<file path="config.mk">
export PLATFORM = sky130hd
export DESIGN_NAME = ssi_tx_serializer
export DESIGN_NICKNAME = d
export VERILOG_FILES = /design/src/rtl/ssi_tx_pkg.sv /design/src/rtl/ssi_rate_pacer.sv /design/src/rtl/ssi_sample_packer.sv /design/src/rtl/ssi_lane_shifter.sv /design/src/rtl/ssi_tx_serializer.sv
export SDC_FILE = /design/constraint.sdc
export NUM_CORES = 1
export LEC_CHECK = 0
export BUFFER_PORTS_ARGS = -buffer_cell sky130_fd_sc_hd__buf_2
export CORE_MARGIN = 5
export CORE_UTILIZATION = 40
export CTS_CLUSTER_SIZE = 10
export DETAILED_ROUTE_END_ITERATION = 10
export PLACE_DENSITY = 0.63
export SLEW_MARGIN = 25
export SYNTH_ARGS = -nofsm -noshare
export SYNTH_HDL_FRONTEND = slang
export SYNTH_HIERARCHICAL = 1
export SYNTH_SLANG_ARGS = --single-unit
</file>
<file path="constraint.sdc">
create_clock -name clk_i -period 3.9 [get_ports clk_i]
set_input_delay 0 -clock clk_i [delete_from_list [all_inputs] [get_ports clk_i]]
set_output_delay 0 -clock clk_i [all_outputs]
set_load 0.1 [all_outputs]
</file>
<file path="src/rtl/ssi_tx_pkg.sv">
package ssi_tx_pkg;

  typedef enum logic [1:0] {
    FMT_IQ32  = 2'd0,
    FMT_SYM16 = 2'd1,
    FMT_SYM8  = 2'd2
  } sym_fmt_e;

  // Lane count from the select code: 2 and 4 are honoured, all else is one lane.
  function automatic logic [2:0] decode_lanes(input logic [2:0] sel);
    logic [2:0] n;
    case (sel)
      3'd2:    n = 3'd2;
      3'd4:    n = 3'd4;
      default: n = 3'd1;
    endcase
    return n;
  endfunction

  function automatic sym_fmt_e pick_fmt(input logic en, input logic narrow);
    sym_fmt_e f;
    if (!en)        f = FMT_IQ32;
    else if (narrow) f = FMT_SYM8;
    else            f = FMT_SYM16;
    return f;
  endfunction

endpackage

</file>
<file path="src/rtl/ssi_rate_pacer.sv">
module ssi_rate_pacer #(
  parameter int RATE_W = 8
) (
  input  logic              clk_i,
  input  logic              rst_ni,
  input  logic [RATE_W-1:0] rate_i,
  output logic              fetch_o
);

  logic              run_q, run_d;
  logic [RATE_W-1:0] cnt_q, cnt_d;
  logic [RATE_W-1:0] last;
  logic              wrap;

  always_comb begin
    last  = (rate_i == '0) ? '0 : rate_i - RATE_W'(1);
    wrap  = (cnt_q >= last);
    run_d = 1'b1;
    cnt_d = cnt_q;
    if (run_q) begin
      cnt_d = wrap ? '0 : cnt_q + RATE_W'(1);
    end
  end

  assign fetch_o = run_q & wrap;

  always_ff @(posedge clk_i or negedge rst_ni) begin
    if (!rst_ni) begin
      run_q <= 1'b0;
      cnt_q <= '0;
    end else begin
      run_q <= run_d;
      cnt_q <= cnt_d;
    end
  end

endmodule

</file>
<file path="src/rtl/ssi_sample_packer.sv">
module ssi_sample_packer
  import ssi_tx_pkg::*;
#(
  parameter int SAMPLE_W = 16,
  localparam int FRAME_W = 2 * SAMPLE_W,
  localparam int HALF_W  = SAMPLE_W / 2
) (
  input  logic [SAMPLE_W-1:0] i_data_i,
  input  logic [SAMPLE_W-1:0] q_data_i,
  input  logic                sym_en_i,
  input  logic                sym8_i,
  output logic [FRAME_W-1:0]  frame_o
);

  sym_fmt_e fmt;

  always_comb begin
    fmt = pick_fmt(sym_en_i, sym8_i);
    unique case (fmt)
      FMT_SYM16: frame_o = {i_data_i, {SAMPLE_W{1'b0}}};
      FMT_SYM8:  frame_o = {i_data_i[SAMPLE_W-1 -: HALF_W], {(FRAME_W-HALF_W){1'b0}}};
      default:   frame_o = {i_data_i, q_data_i};
    endcase
  end

endmodule

</file>
<file path="src/rtl/ssi_lane_shifter.sv">
module ssi_lane_shifter #(
  parameter int FRAME_W   = 32,
  parameter int LANES_MAX = 4,
  parameter int LANE_W    = 8,
  localparam int HALF_W   = LANE_W / 2,
  localparam int STEP_W   = $clog2(FRAME_W + 1),
  localparam int OUT_W    = LANES_MAX * LANE_W
) (
  input  logic               clk_i,
  input  logic               rst_ni,
  input  logic               load_i,
  input  logic [FRAME_W-1:0] frame_i,
  input  logic [2:0]         nlanes_i,
  input  logic               sdr_i,
  output logic [OUT_W-1:0]   lane_data_o,
  output logic               first_o
);

  logic [FRAME_W-1:0] shreg_q, shreg_d;
  logic               first_q, first_d;
  logic [STEP_W-1:0]  grp;
  logic [STEP_W-1:0]  step;

  always_comb begin
    grp     = sdr_i ? STEP_W'(HALF_W) : STEP_W'(LANE_W);
    step    = STEP_W'(nlanes_i) * grp;
    first_d = load_i;
    shreg_d = load_i ? frame_i : (shreg_q << step);
  end

  always_ff @(posedge clk_i or negedge rst_ni) begin
    if (!rst_ni) begin
      shreg_q <= '0;
      first_q <= 1'b0;
    end else begin
      shreg_q <= shreg_d;
      first_q <= first_d;
    end
  end

  assign first_o = first_q;

  for (genvar k = 0; k < LANES_MAX; k++) begin : g_lane
    logic [STEP_W-1:0]  off;
    logic [FRAME_W-1:0] aligned;
    logic [LANE_W-1:0]  field;

    always_comb begin
      off     = STEP_W'(k) * grp;
      aligned = shreg_q << off;
      if (k >= int'(nlanes_i)) begin
        field = '0;
      end else if (sdr_i) begin
        field = {aligned[FRAME_W-1 -: HALF_W], {HALF_W{1'b0}}};
      end else begin
        field = aligned[FRAME_W-1 -: LANE_W];
      end
    end

    assign lane_data_o[k*LANE_W +: LANE_W] = field;
  end

endmodule

</file>
<file path="src/rtl/ssi_tx_serializer.sv">
module ssi_tx_serializer
  import ssi_tx_pkg::*;
#(
  parameter int SAMPLE_W  = 16,
  parameter int LANES_MAX = 4,
  parameter int LANE_W    = 8,
  parameter int RATE_W    = 8,
  localparam int FRAME_W  = 2 * SAMPLE_W,
  localparam int OUT_W    = LANES_MAX * LANE_W
) (
  input  logic                clk_i,
  input  logic                rst_ni,
  input  logic [2:0]          lanes_i,
  input  logic                sdr_i,
  input  logic                sym_en_i,
  input  logic                sym8_i,
  input  logic [RATE_W-1:0]   rate_i,
  input  logic [SAMPLE_W-1:0] i_data_i,
  input  logic [SAMPLE_W-1:0] q_data_i,
  output logic                fetch_o,
  output logic                frame_o,
  output logic [OUT_W-1:0]    lane_data_o
);

  logic               fetch;
  logic [FRAME_W-1:0] packed_smp;
  logic [2:0]         nlanes;

  assign nlanes = decode_lanes(lanes_i);

  ssi_rate_pacer #(
    .RATE_W (RATE_W)
  ) u_pacer (
    .clk_i   (clk_i),
    .rst_ni  (rst_ni),
    .rate_i  (rate_i),
    .fetch_o (fetch)
  );

  ssi_sample_packer #(
    .SAMPLE_W (SAMPLE_W)
  ) u_packer (
    .i_data_i (i_data_i),
    .q_data_i (q_data_i),
    .sym_en_i (sym_en_i),
    .sym8_i   (sym8_i),
    .frame_o  (packed_smp)
  );

  ssi_lane_shifter #(
    .FRAME_W   (FRAME_W),
    .LANES_MAX (LANES_MAX),
    .LANE_W    (LANE_W)
  ) u_shifter (
    .clk_i       (clk_i),
    .rst_ni      (rst_ni),
    .load_i      (fetch),
    .frame_i     (packed_smp),
    .nlanes_i    (nlanes),
    .sdr_i       (sdr_i),
    .lane_data_o (lane_data_o),
    .first_o     (frame_o)
  );

  assign fetch_o = fetch;

endmodule

</file>
==> impl_metrics.sql <==
INSERT INTO impl_metrics (metric_group, metric, value, unit) VALUES
('status', 'run_status', 'finished clean', ''),
('sta', 'highest_clock_frequency_the_design_can_meet', '327.6', 'MHz'),
('yosys', 'synth_common_cells', 'nand2_1 (55), nor2_1 (48), dfrtp_1 (42), o21ai_0 (36), a21oi_1 (29)', ''),
('grt', 'maximum_number_of_pins_on_one_net_before_global_route_repair', '43', ''),
('floorplan', 'boundary_pin_count', '82', ''),
('yosys', 'yosys.cell_types.count', '56', ''),
('yosys', 'synth-edff-count', '0', ''),
('floorplan', 'die-area', '0.01173', 'mm²'),
('grt', 'grt-ovfl-total', '0', ''),
('layout', 'layout-drive-gt1-share', '0.2473', ''),
('setup_path', 'setup_slack_of_the_worst_register_to_register_path', '1.17', 'ns'),
('yosys', 'synth_most_common_cell', 'nand2_1', ''),
('clock_network', 'cts_num_sinks', '42', ''),
('setup_path', 'worst_setup_path_end_kind', 'register', ''),
('placed_design', 'portBuffers', '81', ''),
('detailed_routing', 'drt-pass1-iter-count', '6', ''),
('clock_network', 'h_tree_lvls', '2', ''),
('yosys', 'mappedNetlistArea', '0.003865', 'mm²'),
('detailed_routing', 'dr_total_vias', '3716', ''),
('sta', 'fin_hold_ws', '0.01892', 'ns'),
('sta', 'worst_pin_slew', '1.054', 'ns'),
('setup_path', 'critical_path.max_fanout', '8', ''),
('layout', 'regArea', '0.001051', 'mm²'),
('detailed_routing', 'via_count_normalized_by_instance_count', '5.505', ''),
('sta', 'endpoints_failing_hold', '0', ''),
('detailed_routing', 'wire_per_inst', '16.10', 'µm'),
('yosys', 'synth-seq-cells', '42', ''),
('yosys', 'synth_sequential_area_ratio', '0.2719', ''),
('clock_network', 'postCtsSetupBuffers', '0', ''),
('yosys', 'synth.area.top_cells', 'dfrtp_1 (27%), mux2i_1 (6.0%), nand2_1 (5.3%), o21ai_0 (4.7%), nor2_1 (4.7%)', ''),
('yosys', 'avgSynthCellArea', '8.120', 'µm²'),
('sta', 'maxSlewHeadroom', '0.2976', ''),
('layout', 'synthToLayoutAreaGrowth', '16.93', '%'),
('clock_network', 'clkTransAtPathRegs', '0.09', 'ns'),
('setup_path', 'timing.rr.start', 'u_pacer/cnt_q[3]', ''),
('yosys', 'yosysWarningCount', '6', ''),
('detailed_routing', 'totalWireLength', '10870', 'µm'),
('setup_path', 'data_required_time_of_the_critical_path', '4.13', 'ns'),
('layout', 'fillCellCount', '946', ''),
('clock_network', 'clkLatencyLatePin', '0.30', 'ns'),
('setup_path', 'critPathLaunchType', 'input pin', ''),
('sta', 'total_count_of_max_transition_violations_in_the_final_report', '0', ''),
('grt', 'grt_antenna_before_repair', '0', ''),
('floorplan', 'floorplan.initialDensity', '0.4144', ''),
('floorplan', 'die_h', '108.3', 'µm'),
('grt', 'first_global_vias', '3599', ''),
('floorplan', 'core.rowCount', '35', ''),
('floorplan', 'floorplan.core_area', '0.009328', 'mm²'),
('placed_design', 'routabilityCongestion', '0.8917', ''),
('grt', 'grt_first_pass_wirelength', '17840', 'µm'),
('clock_network', 'cts_inserted_buffers', '5', ''),
('detailed_routing', 'initialDrtViolationCount', '316', ''),
('pwr', 'design_power_total', '2.546', 'mW'),
('yosys', 'synth_ff_type', 'dfrtp_1', ''),
('layout', 'num_antenna_cells', '0', ''),
('pwr', 'irDropWorstVdd', '214.5', 'µV'),
('setup_path', 'worst_setup_path_startpoint', 'rate_i[0]', ''),
('min_path', 'holdCritPathClass', 'input pin to register', ''),
('yosys', 'async_flop_share', '1.000', ''),
('sta', 'timing.final.crit_period', '3.053', 'ns'),
('setup_path', 'cp_data_arrival_time', '3.28', 'ns'),
('pwr', 'cellLeakagePower', '2.078', 'nW'),
('run', 'drv_cap', '0', ''),
('yosys', 'yosysTopAreaCell', 'dfrtp_1', ''),
('sta', 'setup-violations-final', '0', ''),
('placed_design', 'place_hpwl', '8063', 'µm'),
('sta', 'timing.setup.tns', '0', 'ns'),
('grt', 'grt_util_all_layers', '0.1889', ''),
('sta', 'timing.clock.skew', '0.002950', 'ns'),
('setup_path', 'worstReg2RegEnd', 'u_shifter/shreg_q[28]', ''),
('clock_network', 'cts.path.max_buffers', '2', '');
cell families (layout without fill, tap and decap cells):
family / Yosys count / after routing / share of synthesized area
other: 1 / 1 / 0.0009703
muxes: 35 / 35 / 0.1062
DFF: 42 / 42 / 0.2719
xor gates and xnor gates: 3 / 3 / 0.006800
and+or+nand+nor: 201 / 201 / 0.2716
buffers and inverters: 52 / 122 / 0.07381
AOI/OAI and AO/OA: 132 / 132 / 0.2363
adders and majority gates: 10 / 10 / 0.03237
area by class of cell:
class,instances,area share
Clock buffer,5,0.01523
Timing Repair Buffer,100,0.1301
Multi-Input combinational cell,382,0.5595
Clock inverter,3,0.01523
Tap cell,129,0.03571
Sequential cell,42,0.2326
Inverter,14,0.01163
report_power, final:
part / internal [mW] / switching (mW)
Clock: 0.257 / 0.172
Sequential: 0.582 / 0.224
Combinational: 0.463 / 0.849
cells in the final DEF (no fill, tap or decap), types with 5 or more instances in the layout:
cell type	instances
ha_1	10
dlygate4sd3_1	9
buf_2	79
o21ai_1	5
nor3_1	6
a21oi_1	29
and2_1	17
nor2_1	48
a21boi_1	7
a32o_1	6
buf_4	11
nand3_1	16
nand2b_1	11
and2b_1	6
o21ai_0	36
nor2b_2	7
o22ai_1	11
nand2_1	55
inv_1	14
nor2b_1	16
clkbuf_8	5
dfrtp_1	42
a22o_1	9
mux2_2	8
mux2i_1	23
nand3b_1	5
registers in the layout, summed over array words and instances (netlist names):
register           count
u_pacer/cnt_q          8
u_pacer/run_q          1
u_shifter/first_o      1
u_shifter/shreg_q     32
metrics by stage:
step / worst slack, ns / instances / cell area, µm² / utilization
after floorplan: 0.1720 / 476 / 3865 / -
after global placement: 0.6224 / 658 / 4289 / 0.4598
after detailed placement: 0.5119 / 658 / 4289 / 0.4598
after CTS: 0.8313 / 675 / 4517 / 0.4842
after global routing: 0.4666 / 675 / 4519 / 0.4845
final: 0.8471 / 675 / 4519 / 0.4845
worst min-delay path by stage:
stage	cells after the start	endpoint	start	slack [ns]
after global routing	3	u_shifter/shreg_q[8]	q_data_i[8]	0.04
after CTS	4	u_shifter/shreg_q[2]	q_data_i[2]	0.02
after floorplan	0	u_pacer/cnt_q[0]	rst_ni	-0.30
after global placement	1	u_shifter/shreg_q[28]	rst_ni	0.20
after detailed placement	1	u_shifter/shreg_q[28]	rst_ni	0.21
final	4	u_shifter/shreg_q[2]	q_data_i[2]	0.02
routing by layer:
layer / vias to the layer above / wire [µm] / part of all wire / track usage
li1: 1828 / - / - / -
met4: 0 / 104 / 0.0096 / 0.04959
met2: 151 / 4885 / 0.45 / 0.3091
met5: - / 0 / 0 / 0
met1: 1728 / 5098 / 0.47 / 0.2656
met3: 9 / 776 / 0.071 / 0.02149
repair_timing:
action,CTS,global route
endpoints found under the setup margin,0,0
endpoints found under the hold margin,50,0
hold buffers,9,0
critical path, cell delays in order:
cell      delay, ns
buf_2          0.10
inv_1          0.06
ha_1           0.15
nor2b_1        0.23
nand3b_1       0.15
or3_1          0.42
o21ai_0        0.11
ha_1           0.25
or3_1          0.36
a21oi_1        0.14
o31a_1         0.17
and2b_1        0.27
or2_2          0.37
nor2_4         0.20
o221ai_1       0.13
o21ai_0        0.16
Note: power is estimated with default switching activity, not from simulation.
